[src/rtl/tpoll_pkg.sv]
package tpoll_pkg;
  localparam int TGL_BIT = 6;
  localparam int LIM_BIT = 5;

  typedef enum logic [1:0] {
    RES_RUN  = 2'b00,
    RES_OK   = 2'b01,
    RES_FAIL = 2'b10,
    RES_TMO  = 2'b11
  } res_e;

  typedef enum logic [2:0] {
    S_IDLE,
    S_RBWAIT,
    S_CHECK,
    S_RD1,
    S_RD2
  } st_e;
endpackage

[src/rtl/tpoll_sync.sv]
module tpoll_sync #(
  parameter int STAGES = 2
) (
  input  logic clk_i,
  input  logic rst_ni,
  input  logic d_i,
  output logic q_o
);
  logic [STAGES-1:0] sr;

  always_ff @(posedge clk_i or negedge rst_ni) begin
    if (!rst_ni) sr <= '0;
    else         sr <= {sr[STAGES-2:0], d_i};
  end

  assign q_o = sr[STAGES-1];
endmodule

[src/rtl/tpoll_timer.sv]
module tpoll_timer #(
  parameter int TW    = 16,
  parameter int PRESC = 50
) (
  input  logic          clk_i,
  input  logic          rst_ni,
  input  logic          clr_i,
  input  logic [TW-1:0] limit_i,
  output logic          expired_o
);
  localparam int PW = (PRESC > 1) ? $clog2(PRESC) : 1;

  logic [PW-1:0] pcnt;
  logic [TW-1:0] units;
  logic          wrap;

  assign wrap = (pcnt == PW'(PRESC - 1));

  always_ff @(posedge clk_i or negedge rst_ni) begin
    if (!rst_ni) begin
      pcnt  <= '0;
      units <= '0;
    end else if (clr_i) begin
      pcnt  <= '0;
      units <= '0;
    end else begin
      pcnt <= wrap ? '0 : pcnt + 1'b1;
      if (wrap && units != '1) units <= units + 1'b1;
    end
  end

  // all-ones budget never expires; zero expires at once
  assign expired_o = (limit_i == '0) || ((limit_i != '1) && (units >= limit_i));


  units_mono_chk: assert property (@(posedge clk_i) disable iff (!rst_ni)
    !clr_i |=> units >= $past(units));
endmodule

[src/rtl/tpoll_fsm.sv]
module tpoll_fsm
  import tpoll_pkg::*;
#(
  parameter int AW = 24,
  parameter int TW = 16
) (
  input  logic          clk_i,
  input  logic          rst_ni,
  input  logic          start_i,
  input  logic [AW-1:0] addr_i,
  input  logic [TW-1:0] timeout_i,
  input  logic          use_rb_i,
  input  logic          rb_sync_i,
  input  logic          expired_i,
  input  logic          rd_valid_i,
  input  logic          tgl_i,
  input  logic          lim_i,
  output logic          clr_o,
  output logic [TW-1:0] limit_o,
  output logic          rd_req_o,
  output logic [AW-1:0] rd_addr_o,
  output logic          busy_o,
  output logic          done_o,
  output logic [1:0]    result_o
);
  st_e           st;
  logic [AW-1:0] addr_q;
  logic [TW-1:0] lim_q;
  logic          d1_tgl, d1_lim, retry_q, done_q;
  res_e          res_q;
  logic          accept;

  assign accept = start_i && (st == S_IDLE);

  always_ff @(posedge clk_i or negedge rst_ni) begin
    if (!rst_ni) begin
      st      <= S_IDLE;
      addr_q  <= '0;
      lim_q   <= '0;
      d1_tgl  <= 1'b0;
      d1_lim  <= 1'b0;
      retry_q <= 1'b0;
      done_q  <= 1'b0;
      res_q   <= RES_RUN;
    end else begin
      done_q <= 1'b0;
      unique case (st)
        S_IDLE: if (accept) begin
          addr_q  <= addr_i;
          lim_q   <= timeout_i;
          retry_q <= 1'b0;
          res_q   <= RES_RUN;
          st      <= use_rb_i ? S_RBWAIT : S_CHECK;
        end
        S_RBWAIT: begin
          if (expired_i) begin
            res_q <= RES_TMO; done_q <= 1'b1; st <= S_IDLE;
          end else if (rb_sync_i) begin
            st <= S_CHECK;
          end
        end
        S_CHECK: begin
          if (expired_i) begin
            res_q <= RES_TMO; done_q <= 1'b1; st <= S_IDLE;
          end else begin
            st <= S_RD1;
          end
        end
        S_RD1: if (rd_valid_i) begin
          d1_tgl <= tgl_i;
          d1_lim <= lim_i;
          st     <= S_RD2;
        end
        S_RD2: if (rd_valid_i) begin
          if (d1_tgl == tgl_i) begin
            res_q <= RES_OK; done_q <= 1'b1; st <= S_IDLE;
          end else if (retry_q) begin
            retry_q <= 1'b0;
            if (d1_lim) begin
              res_q <= RES_FAIL; done_q <= 1'b1; st <= S_IDLE;
            end else begin
              st <= S_CHECK;
            end
          end else if (d1_lim) begin
            retry_q <= 1'b1;   // confirm pair, no timeout check
            st      <= S_RD1;
          end else begin
            st <= S_CHECK;
          end
        end
        default: st <= S_IDLE;
      endcase
    end
  end

  assign clr_o     = accept;
  assign limit_o   = lim_q;
  assign rd_req_o  = (st == S_RD1) || (st == S_RD2);
  assign rd_addr_o = addr_q;
  assign busy_o    = (st != S_IDLE);
  assign done_o    = done_q;
  assign result_o  = res_q;


  req_hold_chk: assert property (@(posedge clk_i) disable iff (!rst_ni)
    rd_req_o && !rd_valid_i |=> rd_req_o);

  addr_stable_chk: assert property (@(posedge clk_i) disable iff (!rst_ni)
    busy_o |=> $stable(rd_addr_o));

  result_hold_chk: assert property (@(posedge clk_i) disable iff (!rst_ni)
    !busy_o && !start_i |=> $stable(result_o));

  done_pulse_chk: assert property (@(posedge clk_i) disable iff (!rst_ni)
    done_o |=> !done_o);

  run_code_chk: assert property (@(posedge clk_i) disable iff (!rst_ni)
    $rose(busy_o) |-> result_o == RES_RUN);

  tmo_zero_chk: assert property (@(posedge clk_i) disable iff (!rst_ni)
    start_i && !busy_o && !use_rb_i && timeout_i == '0 |=> ##1 (done_o && result_o == RES_TMO));
endmodule

[src/rtl/nor_toggle_poller.sv]
module nor_toggle_poller
  import tpoll_pkg::*;
#(
  parameter int AW    = 24,
  parameter int DW    = 16,
  parameter int TW    = 16,
  parameter int PRESC = 50
) (
  input  logic          clk_i,
  input  logic          rst_ni,
  input  logic          start_i,
  input  logic [AW-1:0] addr_i,
  input  logic [TW-1:0] timeout_i,
  input  logic          use_rb_i,
  input  logic          rb_i,
  output logic          rd_req_o,
  output logic [AW-1:0] rd_addr_o,
  input  logic          rd_valid_i,
  input  logic [DW-1:0] rd_data_i,
  output logic          busy_o,
  output logic          done_o,
  output logic [1:0]    result_o
);
  logic          rb_sync, clr, expired;
  logic [TW-1:0] limit;
  logic          data_unused;

  assign data_unused = ^rd_data_i;

  tpoll_sync #(.STAGES(2)) u_sync (
    .clk_i(clk_i), .rst_ni(rst_ni), .d_i(rb_i), .q_o(rb_sync)
  );

  tpoll_timer #(.TW(TW), .PRESC(PRESC)) u_timer (
    .clk_i(clk_i), .rst_ni(rst_ni), .clr_i(clr), .limit_i(limit), .expired_o(expired)
  );

  tpoll_fsm #(.AW(AW), .TW(TW)) u_fsm (
    .clk_i(clk_i), .rst_ni(rst_ni),
    .start_i(start_i), .addr_i(addr_i), .timeout_i(timeout_i), .use_rb_i(use_rb_i),
    .rb_sync_i(rb_sync), .expired_i(expired),
    .rd_valid_i(rd_valid_i), .tgl_i(rd_data_i[TGL_BIT]), .lim_i(rd_data_i[LIM_BIT]),
    .clr_o(clr), .limit_o(limit),
    .rd_req_o(rd_req_o), .rd_addr_o(rd_addr_o),
    .busy_o(busy_o), .done_o(done_o), .result_o(result_o)
  );


  idle_noreq_chk: assert property (@(posedge clk_i) disable iff (!rst_ni)
    rd_req_o |-> busy_o);
endmodule

[config.mk]
export PLATFORM = sky130hd
export DESIGN_NAME = nor_toggle_poller
export DESIGN_NICKNAME = d
export VERILOG_FILES = /design/src/rtl/tpoll_pkg.sv /design/src/rtl/tpoll_sync.sv /design/src/rtl/tpoll_timer.sv /design/src/rtl/tpoll_fsm.sv /design/src/rtl/nor_toggle_poller.sv
export SDC_FILE = /design/constraint.sdc
export NUM_CORES = 1
export LEC_CHECK = 0
export ABC_AREA = 1
export ABC_CLOCK_PERIOD_IN_PS = 3100
export BUFFER_PORTS_ARGS = -buffer_cell sky130_fd_sc_hd__clkbuf_2
export CAP_MARGIN = 20
export CELL_PAD_IN_SITES_DETAIL_PLACEMENT = 0
export CELL_PAD_IN_SITES_GLOBAL_PLACEMENT = 1
export CORE_ASPECT_RATIO = 1.25
export CORE_MARGIN = 2
export CORE_UTILIZATION = 42
export CTS_CLUSTER_DIAMETER = 40
export DETAILED_ROUTE_END_ITERATION = 8
export GPL_TIMING_DRIVEN = 0
export PLACE_DENSITY = 0.95
export SETUP_SLACK_MARGIN = 0.4
export SLEW_MARGIN = 20
export SYNTH_ARGS = -nofsm -noshare
export SYNTH_HDL_FRONTEND = slang
export SYNTH_SLANG_ARGS = --single-unit
[constraint.sdc]
create_clock -name clk_i -period 3.1 [get_ports clk_i]
set_clock_uncertainty 0.2 [all_clocks]
set_input_delay 0.62 -clock clk_i [delete_from_list [all_inputs] [get_ports clk_i]]
set_output_delay 0.62 -clock clk_i [all_outputs]
set_load 0.02 [all_outputs]
# Word level (Yosys, flattened, before mapping)
# Index checks and enable logic that the tools add are counted.
[word_totals] inputBits=62 out_inout_bits=29 reg_bits=73
[classes] n_eq_ne=16 reduce_logical=17 n_lt_le_gt_ge=1 n_mux=34 addsub=2
[ops] operator="$mux 16" count=2
[ops] operator="$ne 16x16->1 const B" count=2
[ops] operator="$mux 3" count=7
[ops] operator="$mux 2" count=9
[ops] operator="$add 16x1->16 const B" count=1
[ops] operator="$ge 16x16->1" count=1
[ops] operator="$logic_not 16->1" count=1
[ops] operator="$pmux 3 s5" count=1
[ops] operator="$mux 6" count=2
[ops] operator="$mux 1" count=10
[ops] operator="$ne 2x2->1 const B" count=4
[ops] operator="$reduce_and 4->1" count=2
[ops] operator="$add 6x1->6 const B" count=1
[ops] operator="$eq 3x2->1 const B" count=2
[ops] operator="$eq 6x6->1 const B" count=1
[ops] operator="$ne 3x1->1 const B" count=2
[ops] operator="$pmux 2 s3" count=1
[ops] operator="$reduce_and 6->1" count=1
[ops] operator="$reduce_bool 3->1" count=2
[ops] operator="$pmux 1 s2" count=2
[ops] operator="$reduce_and 2->1" count=2
[ops] operator="$reduce_bool 2->1" count=2
[ops] operator="$eq 3x1->1 const B" count=1
[ops] operator="$eq 3x3->1 const B" count=1
[ops] operator="other kinds (7)" count=10

# Depth between registers and ports, before layout
# Gate-level depths: netlist of run 1.
[depth] depth_word=5 mapped_depth=17 mapped_depth_nobuf=17

# Modules after synthesis
# A second synthesis of run 1 with hierarchy kept.
[unflattened] hier_cells=520 hier_area_um2=4033.9
[modules_own_cells] module="tpoll_fsm" cells_per_inst=261 area_each_um2=2165.8 seq_area_each_um2=1226.2 instances=1
[modules_own_cells] module="tpoll_timer" cells_per_inst=257 area_each_um2=1818.0 seq_area_each_um2=550.5 instances=1
[modules_own_cells] module="tpoll_sync" cells_per_inst=2 area_each_um2=50.0 seq_area_each_um2=50.0 instances=1

# Worst setup path after synthesis of run 1
# Ideal clock, no wire load.
[synth_timing] path_kind="flip-flop to output port" from="reg u_fsm.st[1]" to="out rd_req_o" path_stages_with_launch=5 arrival_ns=1.048 required_ns=2.280 slack_ns=1.232 n_path_buf=0 cell_sequence="dfrtp_1 -> nor2_1 -> inv_2 -> nor2_1 -> or2_2"
[synth_via] elab_chain_len=2 word_cells_on_any_way=3 classes_between="2 x eq/ne; 1 x reduce/logical"
[synth_lines] item="start, declared" line_no="tpoll_fsm.sv:26" rtl="st_e st;"
[synth_lines] item="start signal, assigned" line_no="tpoll_fsm.sv:53" rtl="st <= use_rb_i ? S_RBWAIT : S_CHECK;"
[synth_lines] item="$eq 3x2->1 / $eq 3x3->1 (equally long branches)" line_no="tpoll_fsm.sv:98" rtl="assign rd_req_o = (st == S_RD1) || (st == S_RD2);"
[synth_lines] item="$logic_or 1x1->1 *" line_no="tpoll_fsm.sv:98"
[synth_lines] item="end, declared" line_no="nor_toggle_poller.sv:16" rtl="output logic rd_req_o,"
# Mark *: on every way between the ends. The rest lies on a longest branch, timed or not.

# Worst setup path after layout of run 1
# Ends and elaborated chain as after synthesis.

==> results of run 1 <==
[final cells by class]
class | count | area share (%)
inverters | 51 | 4.27
well taps | 120 | 3.31
clock inverters | 2 | 0.772
repair buffers | 77 | 8.88
flip-flops and latches | 73 | 40.2
clock buffers | 14 | 3.80
multi-input cells | 324 | 37.6
plain buffers | 10 | 1.13
[where the power goes]
group | switching, µW | internal, µW
logic | 1010 | 532
clock network | 334 | 438
registers | 222 | 1280
[synth_stat cells (2+ instances only)]
cell type / n
nand2_2: 6
dfrtp_1: 73
xor2_1: 4
nor3_1: 10
buf_1: 3
xnor2_1: 2
inv_1: 46
nor4_1: 7
nor2_4: 2
nand2_1: 145
o21ai_0: 25
a21oi_1: 21
nand2_4: 3
or2_2: 3
inv_2: 4
o21ai_1: 5
nor2_1: 29
mux2_2: 2
buf_2: 5
nand4_1: 9
nand3_1: 17
nor3_2: 3
ha_1: 19
[cells in the final DEF, fill, tap and decap left out, types with 2 or more instances in the layout]
cell / instances
a21oi_1: 21
buf_1: 3
buf_2: 5
clkbuf_1: 3
clkbuf_2: 75
clkbuf_8: 12
dfrtp_1: 73
ha_1: 19
inv_1: 46
inv_2: 4
mux2_2: 2
nand2_1: 145
nand2_2: 6
nand2_4: 3
nand3_1: 17
nand4_1: 9
nor2_1: 29
nor2_4: 2
nor3_1: 10
nor3_2: 3
nor4_1: 7
o21ai_0: 25
o21ai_1: 5
or2_2: 3
xnor2_1: 2
xor2_1: 4
[worst min path at each step]
stage / start / endpoint / slack (ns)
after floorplan: rst_ni / u_fsm.d1_lim / 0.12
final: rst_ni / u_fsm.rd_addr_o[20] / 0.08
after global routing: rst_ni / u_fsm.rd_addr_o[20] / 0.10
after detailed placement: u_sync.sr[0] / u_sync.sr[1] / 0.15
after global placement: u_sync.sr[0] / u_sync.sr[1] / 0.14
after CTS: rst_ni / u_fsm.rd_addr_o[20] / 0.08
[routing by layer]
| metal | up-vias | share of wire, % | routed length (µm) | global-route usage [%] |
|---|---|---|---|---|
| li1 | 1659 | - | - | - |
| met1 | 1467 | 45 | 3710 | 23.2 |
| met2 | 95 | 49 | 4020 | 31.1 |
| met3 | 13 | 4.3 | 358 | 2.98 |
| met4 | 0 | 2.1 | 176 | 8.98 |
| met5 | - | 0 | 0 | 0 |
[worst max-delay path, cell delays in order (launching register included)]
cell and delay [ns]:
dfrtp_1 0.41, nor2_1 0.18, inv_2 0.06, nor2_1 0.32
or2_2 0.20, clkbuf_2 0.16
[state kept, by name, indices dropped and copies added (netlist names), 2 cells and up]
name             cells
u_fsm.rd_addr_o     24
u_fsm.limit_o       16
u_timer.units       16
u_timer.pcnt         6
u_fsm.st             3
u_fsm.result_o       2
u_sync.sr            2
[logic make-up after synthesis]
| kind of cell | count (synthesis) |
|---|---|
| AOI/OAI and AO/OA | 56 |
| xor gates and xnor gates | 6 |
| adders and majority gates | 19 |
| buffers and inverters | 61 |
| DFF | 73 |
| muxes | 2 |
| and+or+nand+nor | 241 |
[stage by stage]
step                      hold slack [ns]  worst slack (ns)  cell area (µm²)  power [µW]
after floorplan                     0.124              1.23             3780        2570
after global placement              0.137             0.606             4310        3000
after detailed placement            0.145             0.967             4330        3080
after CTS                          0.0813             0.578             4540        3870
after global routing                0.103             0.464             4540        4130
final                              0.0844             0.603             4540        3820
==> run_results.csv, run 1 <==
group,metric,value,unit
run_status,outcome,"completed",
synthesis,avgSynthCellArea,8.25,µm²
final_layout,synthToLayoutAreaGrowth,20.1,%
sta,max_freq,400,MHz
clock_network,cts.root.buffer_cell,"clkbuf_8",
final_layout,fillers,824,
route,initialDrtViolationCount,149,
synthesis,synth-seq-cells,73,
worst_setup_path,endpoint,"rd_req_o",
synthesis,ys.flop_type,"dfrtp_1",
worst_setup_path,cp_max_fo,7,
flow_run,timing.max_cap.violations,0,
global_route,antenna_found_initial,0,
final_layout,final_util,52.2,%
route,ant_nets,0,
synthesis,ys_types,38,
synthesis,syn_nets,539,
synthesis,synth_cells,458,
synthesis,synth_compound_area_share,7.78,%
final_layout,drive_gt1_share,22.9,%
sta,hold_viol_final,0,
synthesis,synth-edff-count,0,
die,dieArea,9780,µm²
die,row_count,38,
synthesis,synth_area,3780,µm²
final_layout,multi_input_area,1710,µm²
synthesis,synthMuxAreaShare,0.596,%
die,core-area,8700,µm²
synthesis,yosysWarnings,0,
clock_network,cts_buffer_depth,2,
sta,final_max_slew_viol_count,0,
die,initial_core_util,43.4,%
synthesis,synth_top_area_share,48.3,%
die,io_pins,91,
power,power_density,841,nW/µm²
worst_setup_path,worstPathRequired,2.28,ns
sta,tns,0,ns
final_layout,antenna-diode-count,0,
worst_setup_path,crit_type,"reg -> out",
route,drt-total-wl,8260,µm
sta,period_share,80.6,%
clock_network,cts_buffers,9,
power,p_leak,0.00239,µW
place,dp_cells,655,
final_layout,regArea,1830,µm²
worst_setup_path,end_kind,"output pin",
die,fp.dieH,110,µm
clock_network,clk_latency,0.34,ns
route,post_drt_wl_per_cell,12.3,µm
global_route,grt_pass1_wl,14000,µm
clock_network,ctsHoldBuffers,0,
global_route,grt.total_usage,18.6,%
die,die_x,88.8,µm
global_route,grt_overflow_total,0,
synthesis,synth_fa_ha_area_share,6.29,%
synthesis,synth_top_cell_by_area,"dfrtp_1",
min_path,hp-class,"in -> async",
clock_network,ctsResizeCount,0,
route,viasPerCell,4.82,
worst_setup_path,worst_setup_path_start_kind,"flop",
worst_setup_path,r2r-start,"u_timer.units[7]",
route,dr.pass1.iters,4,
sta,worst_pin_slew,0.545,ns
worst_setup_path,crit_start,"u_fsm.st[1]",
sta,setup_viol,0,
route,vias,3234,
synthesis,ys_seq_area_share,48.3,%
place,dp_hpwl,6330,µm
global_route,grt_max_degree,39,
synthesis,synth-simple-area-share,29.1,%
synthesis,synth_area_leaders,"dfrtp_1 (48%), nand2_1 (14%), ha_1 (6.3%)",
synthesis,synthArstFlopShare,100,%
place,place.port_buffers,76,
worst_setup_path,cp.arrival,1.68,ns
worst_setup_path,rrSetupSlack,1.01,ns
place,gp_congestion,0.866,
clock_network,cts_tree,"done",
final_layout,nets,627,
sta,rsz0062_at_grt,"no",
power,vdd_drop_max,0.000436,V
sta,relSlewSlack,63.7,%
synthesis,synth_top_family_by_area,"simple AND/OR/NAND/NOR gates",
clock_network,clk_pin_slew,0.07,ns
global_route,grt_pass1_vias,3126,
clock_network,cts.sink_count,73,
final_layout,final_cells,671,
worst_setup_path,r2r_cells,14,
synthesis,synthXorXnorAreaFrac,1.39,%
worst_setup_path,r2r-end,"u_fsm.result_o[0]",
sta,fin_crit,2.50,ns
clock_network,postCtsSetupRepairBufs,0,
route,remaining_drc_errors,0,
clock_network,htree_levels,3,
Power figures use the tool's default switching activity.
==> run 2, diff against run 1 <==
--- a/config.mk
+++ b/config.mk
@@ -5,19 +5,19 @@
 export SDC_FILE = /design/constraint.sdc
 export NUM_CORES = 1
 export LEC_CHECK = 0
-export ABC_AREA = 1
-export ABC_CLOCK_PERIOD_IN_PS = 3100
+export ABC_AREA = 0
+export ABC_CLOCK_PERIOD_IN_PS = 2300
 export BUFFER_PORTS_ARGS = -buffer_cell sky130_fd_sc_hd__clkbuf_2
 export CAP_MARGIN = 20
 export CELL_PAD_IN_SITES_DETAIL_PLACEMENT = 0
 export CELL_PAD_IN_SITES_GLOBAL_PLACEMENT = 1
 export CORE_ASPECT_RATIO = 1.25
 export CORE_MARGIN = 2
-export CORE_UTILIZATION = 42
+export CORE_UTILIZATION = 41
 export CTS_CLUSTER_DIAMETER = 40
 export DETAILED_ROUTE_END_ITERATION = 8
 export GPL_TIMING_DRIVEN = 0
-export PLACE_DENSITY = 0.95
+export PLACE_DENSITY = 0.91
 export SETUP_SLACK_MARGIN = 0.4
 export SLEW_MARGIN = 20
 export SYNTH_ARGS = -nofsm -noshare
==> constraint.sdc (replaced) <==
create_clock -name clk_i -period 2.3 [get_ports clk_i]
set_clock_uncertainty 0.2 [all_clocks]
set_input_delay 0.46 -clock clk_i [delete_from_list [all_inputs] [get_ports clk_i]]
set_output_delay 0.46 -clock clk_i [all_outputs]
set_load 0.02 [all_outputs]
==> run 2 against run 1 <==
Clock power up 22%. Largest cell class unchanged. Global-route usage up 1.5 points. Synthesized cell count down 27%. Worst setup slack worse by 0.56 ns. Synthesized area down 5.3%. First-iteration DRC count up 0.67%. Critical path type is now reg -> reg. Worst hold slack worse by 0.070 ns. Non-clock buffer count up 45. Highest routed layer unchanged. Cell area up 9.8%. Combinational power up 64%. Register-to-register slack worse by 0.96 ns.
==> run_results.csv, run 2 <==
group,metric,value,unit
synthesis,synthArstFlopShare,100,%
worst_setup_path,worst_setup_path_start_kind,"flop",
synthesis,yosysMostFrequentCell,"dfrtp_1",
worst_setup_path,cp_max_fo,3,
final_layout,synthToLayoutAreaGrowth,39.3,%
synthesis,synth_area_leaders,"dfrtp_1 (51%), mux2_2 (8.5%), ha_1 (6.6%)",
synthesis,synth-seq-cells,73,
synthesis,synth_commonest_cells,"dfrtp_1 (73), nand2_1 (32), nor2_1 (32)",
worst_setup_path,cp.arrival,2.30,ns
worst_setup_path,worstPathRequired,2.34,ns
route,post_drt_wl_per_cell,16.5,µm
sta,setup_viol,0,
final_layout,final_common_cell,"clkbuf_2",
power,switching_share,38.7,%
power,internal_power,3400,µW
global_route,grt.total_usage,20.0,%
synthesis,avgSynthCellArea,10.6,µm²
route,drt-total-wl,9480,µm
synthesis,syn_nets,417,
route,dr.pass1.iters,4,
clock_network,cts.root.buffer_cell,"clkbuf_8",
synthesis,ys_types,41,
global_route,grt_overflow_total,0,
route,viasPerCell,5.34,
final_layout,final_util,58.2,%
power,power_density,1110,nW/µm²
place,dp_hpwl,6180,µm
final_layout,multi_input_area,1810,µm²
clock_network,htree_levels,3,
final_layout,drive_gt1_share,44.8,%
die,die_x,87.5,µm
place,place.port_buffers,76,
final_layout,nets,551,
clock_network,clk_latency,0.35,ns
sta,rsz0062_at_grt,"yes",
final_layout,final_cells,575,
sta,final_max_slew_viol_count,0,
clock_network,cts_tree,"done",
synthesis,synth_top_area_share,51.1,%
power,clock_power_share,17.0,%
sta,worst_pin_slew,0.526,ns
power,combPwrFrac,45.5,%
route,vias,3072,
final_layout,regArea,1840,µm²
worst_setup_path,end_kind,"flop",
sta,max_freq,444,MHz
min_path,hp-class,"in -> reg",
run_status,outcome,"completed",
final_layout,fillers,689,
synthesis,yosysWarnings,0,
clock_network,clk_pin_slew,0.08,ns
route,initialDrtViolationCount,150,
flow_run,timing.max_cap.violations,0,
sta,relSlewSlack,64.6,%
final_layout,final_cell_mix,"clkbuf_2 (73), dfrtp_1 (66), buf_4 (32)",
global_route,grt_pass1_wl,14600,µm
final_layout,antenna-diode-count,0,
synthesis,synth_area,3580,µm²
power,p_seq_share,37.5,%
die,fp.dieH,108,µm
sta,hold_viol_final,0,
clock_network,cts_buffers,9,
die,initial_core_util,41.8,%
place,gp_congestion,0.850,
clock_network,cts.sink_count,73,
clock_network,cts_buffer_depth,2,
route,ant_nets,0,
synthesis,ys.flop_type,"dfrtp_1",
die,row_count,38,
worst_setup_path,crit_type,"reg -> reg",
place,dp_cells,513,
synthesis,ys_seq_area_share,51.1,%
sta,period_share,98.0,%
global_route,antenna_found_initial,0,
final_layout,largest_register_ffs,24,
global_route,grt_pass1_vias,3074,
global_route,grt_max_degree,47,
power,p_switching,2150,µW
die,io_pins,91,
synthesis,synth-edff-count,0,
route,remaining_drc_errors,0,
power,vdd_drop_max,0.000493,V
die,dieArea,9490,µm²
synthesis,synth_top_cell_by_area,"dfrtp_1",
synthesis,synth_cells,336,
sta,fin_crit,2.25,ns
die,core-area,8560,µm²
power,p_leak,0.00245,µW
run 2: cell count changes after synthesis, sizes merged, moves of 6 or more:
cell / delta
nand2: -122
nand4: +6
inv: -28
mux2: +25
nand3: -8
o21ai: -7
xor2: +8
a21oi: -9
run 2: final timing paths:
check | startpoint | end | slack [ns] | cells after the start
min in group asynchronous | rst_ni | u_fsm.rd_addr_o[19] | 0.43 | 2
max reg2reg | u_fsm.limit_o[5] | u_fsm.result_o[1] | 0.05 | 8
max | u_fsm.limit_o[5] | u_fsm.result_o[1] | 0.05 | 8
min reg2reg | u_sync.sr[0] | u_sync.sr[1] | 0.17 | 0
min | rb_i | u_sync.sr[0] | 0.01 | 1
max in group asynchronous | rst_ni | u_timer.units[12] | 0.88 | 3
run 2: critical path, stage by stage (launching register included):
cell and delay, ns:
dfrtp_1 0.39, inv_2 0.08, ha_4 0.20, a211oi_2 0.18, nor2_1 0.08, or4b_4 0.50
o311ai_4 0.12, a211oi_2 0.15, a211o_1 0.25
run 2: power by group through the flow:
stage                     sequential, µW  combinational [µW]  clock (µW)
after floorplan                     2310                1110           0
after global placement              2080                1920           0
after detailed placement            2100                1990           0
after CTS                           2070                2210         947
after global routing                2160                2750        1010
final                               2080                2530         941
run 2: cell type report:
cell class                 instances  share of cell area (%)
sequential                        73                    36.8
multi-input combinational        231                    36.4
timing repair buffer             123                    17.1
clock buffer                      10                    2.76
tap                              100                    2.51
buffer                             9                    1.83
inverter                          23                    1.78
clock inverter                     6                   0.853
run 2: logic make-up (layout without fill, tap and decap cells):
family                   count (synthesis)  after routing  share of synthesized area, %
AO/OA/AOI/OAI                           51             51                          9.27
flip-flops                              73             73                          51.1
multiplexers                            29             29                          9.06
buffers and inverters                   32            171                          3.74
adder cells (fa/ha/maj)                 19             19                          6.65
AND/OR/NAND/NOR                        114            114                          15.8
XOR/XNOR                                18             18                          4.41
run 2: stage by stage:
stage	hold slack [ns]	setup TNS (ns)	area [µm²]	total power (µW)	worst slack, ns
detailed placement	0.137	-0.115	4140	4090	-0.0441
floorplan	-0.0356	0	3600	3420	0.135
global placement	0.146	-0.449	4110	4000	-0.0116
finish	0.0144	0	4980	5550	0.0453
global route	0.00494	-0.127	4980	5910	-0.0514
CTS	0.00282	0	4650	5240	0.0544
run 2: metal layers:
layer  global-route usage [%]  wire (µm)  up-vias
met5                        0          0        -
met4                     8.79        219        0
met3                     2.82        303       18
met2                     37.2       5310       74
met1                     22.2       3650     1535
li1                         -          -     1445
run 2: repair_timing:
item | 4_1_cts | 5_1_grt
cloned | 0 | 3
resized for setup | 32 | 51
hold endpoints to repair | 27 | 0
hold buffers | 1 | 0
endpoints found under the setup margin | 57 | 47
pin swaps | 19 | 29
buffers inserted | 27 | 15
==> run 3, diff against run 2 <==
--- a/config.mk
+++ b/config.mk
@@ -17,6 +17,7 @@
 export CTS_CLUSTER_DIAMETER = 40
 export DETAILED_ROUTE_END_ITERATION = 8
 export GPL_TIMING_DRIVEN = 0
+export HOLD_SLACK_MARGIN = 0.03
 export PLACE_DENSITY = 0.91
 export SETUP_SLACK_MARGIN = 0.4
 export SLEW_MARGIN = 20
==> run 3 against run 2 <==
Core utilization grew 0.12 points. Largest cell class unchanged. Cell area up 0.20%. Total power barely moved. Largest power group unchanged.
==> run_results.csv, run 3 (same netlist as run 2, synthesis figures left out) <==
group,metric,value,unit
power,power_density,1110,nW/µm²
die,core-area,8560,µm²
die,initial_core_util,41.8,%
route,viasPerCell,5.36,
place,dp_hpwl,6180,µm
place,gp_congestion,0.850,
worst_setup_path,rrSetupSlack,0.05,ns
clock_network,clk_pin_slew,0.08,ns
sta,final_max_slew_viol_count,0,
power,p_leak,0.00245,µW
die,dieArea,9490,µm²
final_layout,largest_register_ffs,24,
sta,relSlewSlack,64.6,%
power,p_switching,2150,µW
die,die_x,87.5,µm
worst_setup_path,endpoint,"u_fsm.result_o[1]",
global_route,grt.total_usage,20.0,%
route,remaining_drc_errors,0,
route,vias,3085,
sta,period_share,98.0,%
clock_network,htree_levels,3,
sta,setup_viol,0,
route,post_drt_wl_per_cell,16.5,µm
final_layout,final_cell_mix,"clkbuf_2 (73), dfrtp_1 (66), buf_4 (32)",
sta,fin_crit,2.25,ns
flow_run,timing.max_cap.violations,0,
place,dp_cells,513,
sta,rsz0062_at_grt,"yes",
sta,fin_hold_ws,0.118,ns
worst_setup_path,worst_setup_path_start_kind,"flop",
route,initialDrtViolationCount,151,
worst_setup_path,end_kind,"flop",
power,clock_power_share,17.0,%
clock_network,cts_buffers,9,
worst_setup_path,crit_start,"u_fsm.limit_o[5]",
worst_setup_path,r2r-start,"u_fsm.limit_o[5]",
clock_network,cts_buffer_depth,2,
final_layout,nets,552,
min_path,hold_path_startpoint,"timeout_i[13]",
power,internal_power,3400,µW
die,io_pins,91,
sta,fin_ws,0.0452,ns
sta,hold_viol_final,0,
place,pre_cts_slack,-0.0441,ns
worst_setup_path,cp.arrival,2.30,ns
route,drt-total-wl,9480,µm
global_route,grt_pass1_wl,14600,µm
final_layout,synthToLayoutAreaGrowth,39.6,%
sta,worst_pin_slew,0.526,ns
die,row_count,38,
power,vdd_drop_max,0.000493,V
route,ant_nets,0,
route,dr.pass1.iters,4,
run_status,outcome,"completed",
global_route,grt_pass1_vias,3074,
worst_setup_path,cp_max_fo,3,
power,switching_share,38.7,%
place,place.port_buffers,76,
worst_setup_path,r2r-end,"u_fsm.result_o[1]",
global_route,antenna_found_initial,0,
sta,tns,0,ns
die,fp.dieH,108,µm
clock_network,cts.root.buffer_cell,"clkbuf_8",
clock_network,clk_latency,0.36,ns
final_layout,final_cells,576,
final_layout,final_common_cell,"clkbuf_2",
sta,max_freq,444,MHz
min_path,hp-class,"in -> reg",
clock_network,cts.sink_count,73,
worst_setup_path,worstPathRequired,2.34,ns
global_route,grt_max_degree,47,
final_layout,antenna-diode-count,0,
clock_network,cts_tree,"done",
global_route,grt_overflow_total,0,
worst_setup_path,crit_type,"reg -> reg",
worst_setup_path,r2r_cells,8,
final_layout,drive_gt1_share,44.7,%
power,combPwrFrac,45.5,%
power,p_seq_share,37.5,%
## run 3: repair_timing
item	4_1_cts	5_1_grt
setup buffers	27	15
endpoints found under the setup margin	57	47
resized for setup	32	51
hold endpoints to repair	28	0
cloned	0	3
pin swaps	19	29
hold buffers	2	0
## run 3: power groups by stage
stage / clock (µW) / sequential (µW) / combinational, µW
after floorplan: 0 / 2310 / 1110
after global routing: 1010 / 2160 / 2750
after global placement: 0 / 2080 / 1920
after CTS: 947 / 2070 / 2220
final: 942 / 2080 / 2530
after detailed placement: 0 / 2100 / 1990
## run 3: through the flow
stage          util (%)  total power, µW  cell area (µm²)
6_report           58.4             5550             4990
5_1_grt            58.4             5910             4990
4_1_cts            54.5             5240             4660
3_5_place_dp       48.4             4090             4140
3_3_place_gp       48.0             4000             4110
2_1_floorplan         -             3420             3600
## run 3: critical path: stages, from the launching register on
cell,delay [ns]
dfrtp_1,0.39
inv_2,0.08
ha_4,0.20
a211oi_2,0.18
nor2_1,0.08
or4b_4,0.50
o311ai_4,0.12
a211oi_2,0.15
a211o_1,0.25
## run 3: how the worst min path moves through the flow
stage / to / cells past startpoint
5_1_grt: u_fsm.rd_addr_o[3] / 2
2_1_floorplan: u_fsm.d1_lim / 0
6_report: u_fsm.limit_o[13] / 3
4_1_cts: u_fsm.limit_o[4] / 3
3_3_place_gp: u_sync.sr[1] / 0
3_5_place_dp: u_sync.sr[1] / 0
## run 3: routing by layer
metal	vias up	wire [µm]	global-route usage (%)
met5	-	0	0
met1	1544	3660	22.2
met2	76	5300	37.2
met4	0	227	8.79
li1	1446	-	-
met3	19	292	2.82
## run 3: layout make-up
| cell class | count | area, µm² |
|---|---|---|
| Buffer | 9 | 91.3 |
| Clock buffer | 10 | 138 |
| Clock inverter | 6 | 42.5 |
| Fill cell | 688 | 3560 |
| Inverter | 23 | 88.8 |
| Multi-Input combinational cell | 231 | 1810 |
| Sequential cell | 73 | 1840 |
| Tap cell | 100 | 125 |
| Timing Repair Buffer | 124 | 861 |
